`src/rtl/tsf_pkg.sv`:
```
// Shared types of the microsecond synchronization timer.
// Assumes single-bit word selection on both the write and read paths.
package tsf_pkg;
    typedef enum logic {
        SEL_LO = 1'b0,
        SEL_HI = 1'b1
    } word_sel_e;
endpackage

```
`src/rtl/tsf_load_stage.sv`:
```
// Staging of the two-word load value and detection of the strobe clear.
// Assumes one register write per cycle. A load is issued in the same cycle
// as the high write that clears a previously set strobe.
module tsf_load_stage
    import tsf_pkg::*;
#(
    parameter int WORD_W = 32,
    localparam int CNT_W = 2 * WORD_W
) (
    input  logic              clk,
    input  logic              rst_n,
    input  logic              wr_en,
    input  word_sel_e         wr_sel,
    input  logic [WORD_W-1:0] wr_data,
    output logic              load_o,
    output logic [CNT_W-1:0]  load_val_o
);
    localparam int MSB = WORD_W - 1;

    logic [WORD_W-1:0] lo_q;
    logic              strobe_q;
    logic              hi_wr;
    logic              lo_wr;

    // Decode which staging register this cycle's write targets
    always_comb begin
        hi_wr = wr_en && (wr_sel == SEL_HI);
        lo_wr = wr_en && (wr_sel == SEL_LO);
    end

    // Hold the staged low word and the last written strobe bit
    always_ff @(posedge clk) begin
        if (!rst_n) begin
            lo_q     <= '0;
            strobe_q <= 1'b0;
        end else begin
            if (lo_wr) lo_q <= wr_data;
            if (hi_wr) strobe_q <= wr_data[MSB];
        end
    end

    // Issue a load when a high write clears a set strobe
    always_comb begin
        load_o     = hi_wr && strobe_q && !wr_data[MSB];
        load_val_o = {1'b0, wr_data[MSB-1:0], lo_q};
    end


    lo_write_no_load_chk: assert property (@(posedge clk) disable iff (!rst_n)
        lo_wr |-> !load_o);


    strobe_set_no_load_chk: assert property (@(posedge clk) disable iff (!rst_n)
        (hi_wr && wr_data[MSB]) |-> !load_o);


    strobe_idle_no_load_chk: assert property (@(posedge clk) disable iff (!rst_n)
        (hi_wr && !strobe_q) |-> !load_o);
endmodule

```
`src/rtl/tsf_counter.sv`:
```
// Free-running count register with a load that takes priority over the tick.
// Assumes load_i is a single-cycle pulse. The count wraps modulo 2**CNT_W.
module tsf_counter #(
    parameter int CNT_W = 64
) (
    input  logic             clk,
    input  logic             rst_n,
    input  logic             tick_i,
    input  logic             load_i,
    input  logic [CNT_W-1:0] load_val_i,
    output logic [CNT_W-1:0] cnt_o
);
    logic [CNT_W-1:0] cnt_q;

    // Advance, reload, or hold the count
    always_ff @(posedge clk) begin
        if (!rst_n)      cnt_q <= '0;
        else if (load_i) cnt_q <= load_val_i;
        else if (tick_i) cnt_q <= cnt_q + 1'b1;
    end

    assign cnt_o = cnt_q;


    step_chk: assert property (@(posedge clk) disable iff (!rst_n)
        (tick_i && !load_i) |=> (cnt_q == $past(cnt_q) + 1'b1));


    hold_chk: assert property (@(posedge clk) disable iff (!rst_n)
        (!tick_i && !load_i) |=> $stable(cnt_q));


    load_apply_chk: assert property (@(posedge clk) disable iff (!rst_n)
        load_i |=> (cnt_q == $past(load_val_i)));
endmodule

```
`src/rtl/tsf_read_port.sv`:
```
// Word-wise read of the count, using a shadow for a consistent upper half.
// Assumes one read per cycle. rd_data_o is registered and holds between reads.
module tsf_read_port
    import tsf_pkg::*;
#(
    parameter int WORD_W = 32,
    localparam int CNT_W = 2 * WORD_W
) (
    input  logic              clk,
    input  logic              rst_n,
    input  logic              rd_en,
    input  word_sel_e         rd_sel,
    input  logic [CNT_W-1:0]  cnt_i,
    output logic [WORD_W-1:0] rd_data_o
);
    logic [WORD_W-1:0] shadow_q;
    logic [WORD_W-1:0] rd_q;

    // Return the low half and capture the upper half, or return the shadow
    always_ff @(posedge clk) begin
        if (!rst_n) begin
            shadow_q <= '0;
            rd_q     <= '0;
        end else if (rd_en) begin
            if (rd_sel == SEL_LO) begin
                rd_q     <= cnt_i[WORD_W-1:0];
                shadow_q <= cnt_i[CNT_W-1:WORD_W];
            end else begin
                rd_q <= shadow_q;
            end
        end
    end

    assign rd_data_o = rd_q;


    lo_read_chk: assert property (@(posedge clk) disable iff (!rst_n)
        (rd_en && rd_sel == SEL_LO) |=> (rd_q == $past(cnt_i[WORD_W-1:0])));


    hi_read_chk: assert property (@(posedge clk) disable iff (!rst_n)
        (rd_en && rd_sel == SEL_HI) |=> (rd_q == $past(shadow_q)));


    idle_hold_chk: assert property (@(posedge clk) disable iff (!rst_n)
        !rd_en |=> $stable(rd_q));
endmodule

```
`src/rtl/tsf_timer.sv`:
```
// Top level of the microsecond synchronization timer.
// Joins the load staging, the count register and the read port.
// Assumes tick_en is already a one-cycle-per-microsecond enable.
module tsf_timer
    import tsf_pkg::*;
#(
    parameter int WORD_W = 32,
    localparam int CNT_W = 2 * WORD_W
) (
    input  logic              clk,
    input  logic              rst_n,
    input  logic              tick_en,
    input  logic              wr_en,
    input  logic              wr_sel,
    input  logic [WORD_W-1:0] wr_data,
    input  logic              rd_en,
    input  logic              rd_sel,
    output logic [WORD_W-1:0] rd_data,
    output logic [CNT_W-1:0]  count_o
);
    logic             load;
    logic [CNT_W-1:0] load_val;
    logic [CNT_W-1:0] cnt;

    tsf_load_stage #(.WORD_W(WORD_W)) u_stage (
        .clk        (clk),
        .rst_n      (rst_n),
        .wr_en      (wr_en),
        .wr_sel     (word_sel_e'(wr_sel)),
        .wr_data    (wr_data),
        .load_o     (load),
        .load_val_o (load_val)
    );

    tsf_counter #(.CNT_W(CNT_W)) u_cnt (
        .clk        (clk),
        .rst_n      (rst_n),
        .tick_i     (tick_en),
        .load_i     (load),
        .load_val_i (load_val),
        .cnt_o      (cnt)
    );

    tsf_read_port #(.WORD_W(WORD_W)) u_rd (
        .clk       (clk),
        .rst_n     (rst_n),
        .rd_en     (rd_en),
        .rd_sel    (word_sel_e'(rd_sel)),
        .cnt_i     (cnt),
        .rd_data_o (rd_data)
    );

    assign count_o = cnt;


    wrap_chk: assert property (@(posedge clk) disable iff (!rst_n)
        (tick_en && !load && (&cnt)) |=> (count_o == '0));
endmodule

```
`config.mk`:
```
export PLATFORM = sky130hd
export DESIGN_NAME = tsf_timer
export DESIGN_NICKNAME = d
export VERILOG_FILES = /design/src/rtl/tsf_pkg.sv /design/src/rtl/tsf_load_stage.sv /design/src/rtl/tsf_counter.sv /design/src/rtl/tsf_read_port.sv /design/src/rtl/tsf_timer.sv
export SDC_FILE = /design/constraint.sdc
export NUM_CORES = 1
export LEC_CHECK = 0
export BUFFER_PORTS_ARGS = -buffer_cell sky130_fd_sc_hd__buf_2
export CELL_PAD_IN_SITES_DETAIL_PLACEMENT = 1
export CELL_PAD_IN_SITES_GLOBAL_PLACEMENT = 1
export CORE_ASPECT_RATIO = 0.7
export CORE_MARGIN = 4
export CORE_UTILIZATION = 41
export DETAILED_ROUTE_END_ITERATION = 10
export PLACE_DENSITY_LB_ADDON = 0.1
export SYNTH_ARGS = -nofsm -noshare
export SYNTH_HDL_FRONTEND = slang
export SYNTH_SLANG_ARGS = --single-unit
```
`constraint.sdc`:
```
create_clock -name clk -period 2.7 [get_ports clk]
set_clock_uncertainty 0.15 [all_clocks]
set_input_delay 0.27 -clock clk [delete_from_list [all_inputs] [get_ports clk]]
set_output_delay 0.27 -clock clk [all_outputs]
set_load 0.02 [all_outputs]
```
==> metrics.csv <==
metric,value,unit
Post-synth EDFFs,0,
Finish-stage setup viols,0,
total CTS buffers,17,
Critical Path RT,2.88,ns
CTS max path bufs,2,
Routed WL,29.4,mm
# placed instances,1275,
post-DP HPWL,21.0,mm
P_leak,3.70,nW
reg2reg setup slack,0.11,ns
max-slew violation count,0,
drc violations,0,
outcome,"finished, final reports clean",
Slew HR,53.2,%
global-route wire length before repair,44.9,mm
DIE WIDTH,169,microns
"Hold Vio Cnt, Final",0,
vias in the first global route,7450,
Crit Path Class,reg2reg,
core area,0.0175,sq mm
worst-margin pin slew,0.695,ns
Area after DPL,0.00859,sq mm
crit-path max cell delay,0.59,ns
Most used DFF post-synth,dfxtp_1,
WP buf/inv,0,
Peak Freq,387,MHz
Avg WL per Cell,21.9,microns
R2R Path End,u_cnt.cnt_o[55],
r2r worst-path depth,5,
total negative slack,0,ns
Worst setup EP type,register,
CP most frequent cell,or4_4,
die area,0.0204,sq mm
Cell Pwr Density,563,mW/mm^2
RePlAce Congestion,0.895,
H-tree lvl count,4,
share of post-route cells with drive strength above 1,22.6,%
Ys Warns,0,
antenna cells,0,
via count,7759,
r2r startpoint,u_cnt.cnt_o[23],
Power Total,0.00535,W
Vias/cell,5.79,
Slowest cell on crit path,or4_4,
GRT Util Overall,28.4,%
Starting Density,42.6,%
Die Y-Extent,121,microns
Area Growth Syn to Fin,27.8,%
"delay-heaviest family, CP",simple AND/OR/NAND/NOR gates,
Iter 0 DRT Violations,768,
Mean Syn Cell Area,8.10,sq um
Post-synth ARST share,0,%
Layout Utilization,54.4,%
Non-Filler Instances,1340,
CTS Root Cell,clkbuf_16,
FP Rows,40,
Nets,1136,
initial antenna violation count,0,
crit path from,u_cnt.cnt_o[23],
clock-pin slew on the worst setup and hold paths,0.07,ns
CP endpoint,u_cnt.cnt_o[55],
crit path launch type,register,
GRT overflow,0,
Port Buffers,134,
Syn Nets,958,
max-cap violations,0,
"Clk Latency, worst-skew pair",0.44,ns
"Seq/Total Area, Yosys",43.3,%
count of state elements after synthesis,161,
Levels on crit path,5,
DRT Pass-1 Iters,5,
"critical path, cell by cell",nand3_2 -> or4_4 -> or4_4 -> or4_1 -> and3_1,
CP Data Arrival Time,2.76,ns
Mapped Cells,918,
crit share post-route,95.8,%
crit-path max FO,13,
Antenna Violating Nets Remaining,0,
worst hold path type,in2reg,
Top Ports,135,
post-synthesis cell type count,47,
clk sink count,161,
TritonCTS clock tree,done,
Max VDD drop,0.286,mV
Final Cell Area,0.00950,sq mm
mapped cell area,0.00744,sq mm
post-layout min period,2.59,ns
largest net degree at the start of global routing,98,
RSZ-0062 raised after global routing,false,
==> flip-flops by register name, indices dropped and copies added, names as in the netlist <==
register,count
u_stage.lo_q,32
u_cnt.cnt_o,64
u_rd.shadow_q,32
u_stage.strobe_q,1
u_rd.rd_data_o,32
==> per-layer routing <==
layer  part of all wire, %  vias up  GRT usage, %
li1                      -     3662             -
met2                    41      277          39.9
met4                  0.75        0          4.07
met1                    49     3798          43.0
met5                     0        -             0
met3                   8.9       22          9.12
==> cell type report <==
| type | instances | area (sq um) |
|---|---|---|
| fill | 2172 | 7960 |
| multi-input combinational | 674 | 3860 |
| sequential | 161 | 3230 |
| timing repair buffer | 231 | 1510 |
| clock buffer | 18 | 429 |
| tap | 231 | 289 |
| clock inverter | 14 | 149 |
| inverter | 11 | 43.8 |
==> synthesized netlist by cell type, types with 2 or more instances <==
| cell type | n | area (sq um) |
|---|---|---|
| and2_1 | 6 | 37.5 |
| or2_2 | 3 | 18.8 |
| buf_1 | 8 | 30.0 |
| dfxtp_1 | 161 | 3220 |
| a31o_2 | 4 | 35.0 |
| nand3_2 | 2 | 20.0 |
| and3_1 | 7 | 43.8 |
| nand3_1 | 35 | 175 |
| a31oi_1 | 21 | 131 |
| nand2_1 | 158 | 593 |
| and4_1 | 11 | 96.3 |
| nor2_1 | 67 | 251 |
| xor2_1 | 11 | 96.3 |
| or3_2 | 2 | 15.0 |
| a21oi_1 | 74 | 370 |
| nor4_1 | 9 | 56.3 |
| or3_1 | 13 | 81.3 |
| inv_1 | 11 | 41.3 |
| nand4_1 | 33 | 206 |
| nor2b_1 | 2 | 12.5 |
| clkbuf_1 | 52 | 195 |
| a211oi_1 | 51 | 383 |
| buf_6 | 5 | 56.3 |
| nand3b_1 | 2 | 15.0 |
| nor3_1 | 21 | 105 |
| nor4b_1 | 2 | 17.5 |
| o31ai_1 | 12 | 90.1 |
| o21ai_0 | 43 | 215 |
| mux2i_1 | 34 | 340 |
| or4_4 | 2 | 22.5 |
| nor3_2 | 2 | 20.0 |
| or4_1 | 15 | 113 |
| nand2b_1 | 2 | 12.5 |
| a311oi_1 | 7 | 61.3 |
| buf_2 | 4 | 20.0 |
| xnor2_1 | 15 | 131 |
==> cells by family after synthesis <==
logic type      count (synthesis)  share of synthesized area, %
xor+xnor                       26                          3.06
mux                            34                          4.58
buf+inv                        83                          4.91
simple gates                  398                          26.3
flops                         161                          43.3
compound gates                215                          17.7
fa+ha+maj                       1                         0.168
==> where the power goes <==
group,internal [W],total (W),switching [W]
Combinational,0.000169,0.000460,0.000291
Sequential,0.00243,0.00248,0.0000434
Clock,0.00130,0.00241,0.00111
==> tightest hold or removal path, stage by stage <==
cell and delay (ns):
buf_2 0.11, nand2_1 0.09, a21oi_1 0.06
==> worst min-delay path by stage <==
stage | end | slack [ns] | cells after the start | start
global route | u_stage.lo_q[0] | 0.004 | 3 | wr_data[0]
global placement | u_rd.shadow_q[1] | 0.29 | 2 | u_rd.shadow_q[1]
finish | u_stage.lo_q[0] | 0.003 | 3 | wr_data[0]
floorplan | u_stage.lo_q[18] | 0.26 | 2 | wr_data[18]
CTS | u_stage.lo_q[0] | 0.01 | 3 | wr_data[0]
detailed placement | u_stage.lo_q[5] | 0.30 | 2 | u_stage.lo_q[5]
==> per-stage QoR <==
stage	worst slack [ns]	hold slack (ns)
after CTS	0.110	0.00975
final	0.114	0.00313
after global placement	0.210	0.291
after detailed placement	0.127	0.299
after floorplan	0.119	0.256
after global routing	0.0118	0.00405
==> cells in the final DEF (no fill, tap or decap), types with 34 or more instances in the layout <==
cell      netlist  layout
buf_4           1      62
a211oi_1       51      51
buf_2           4     134
dfxtp_1       161     159
mux2i_1        34      34
o21ai_0        43      43
nor2_1         67      67
nand2_1       158     158
nand3_1        35      35
a21oi_1        74      74
==> repair_timing <==
| item | in CTS | in global routing |
|---|---|---|
| hold buffers | 33 | 0 |
| endpoints found under the setup margin | 0 | 4 |
| setup buffers | 0 | 0 |
| endpoints found under the hold margin | 38 | 0 |
| resized for setup | 0 | 3 |
Note: power is estimated with default switching activity, not from simulation.
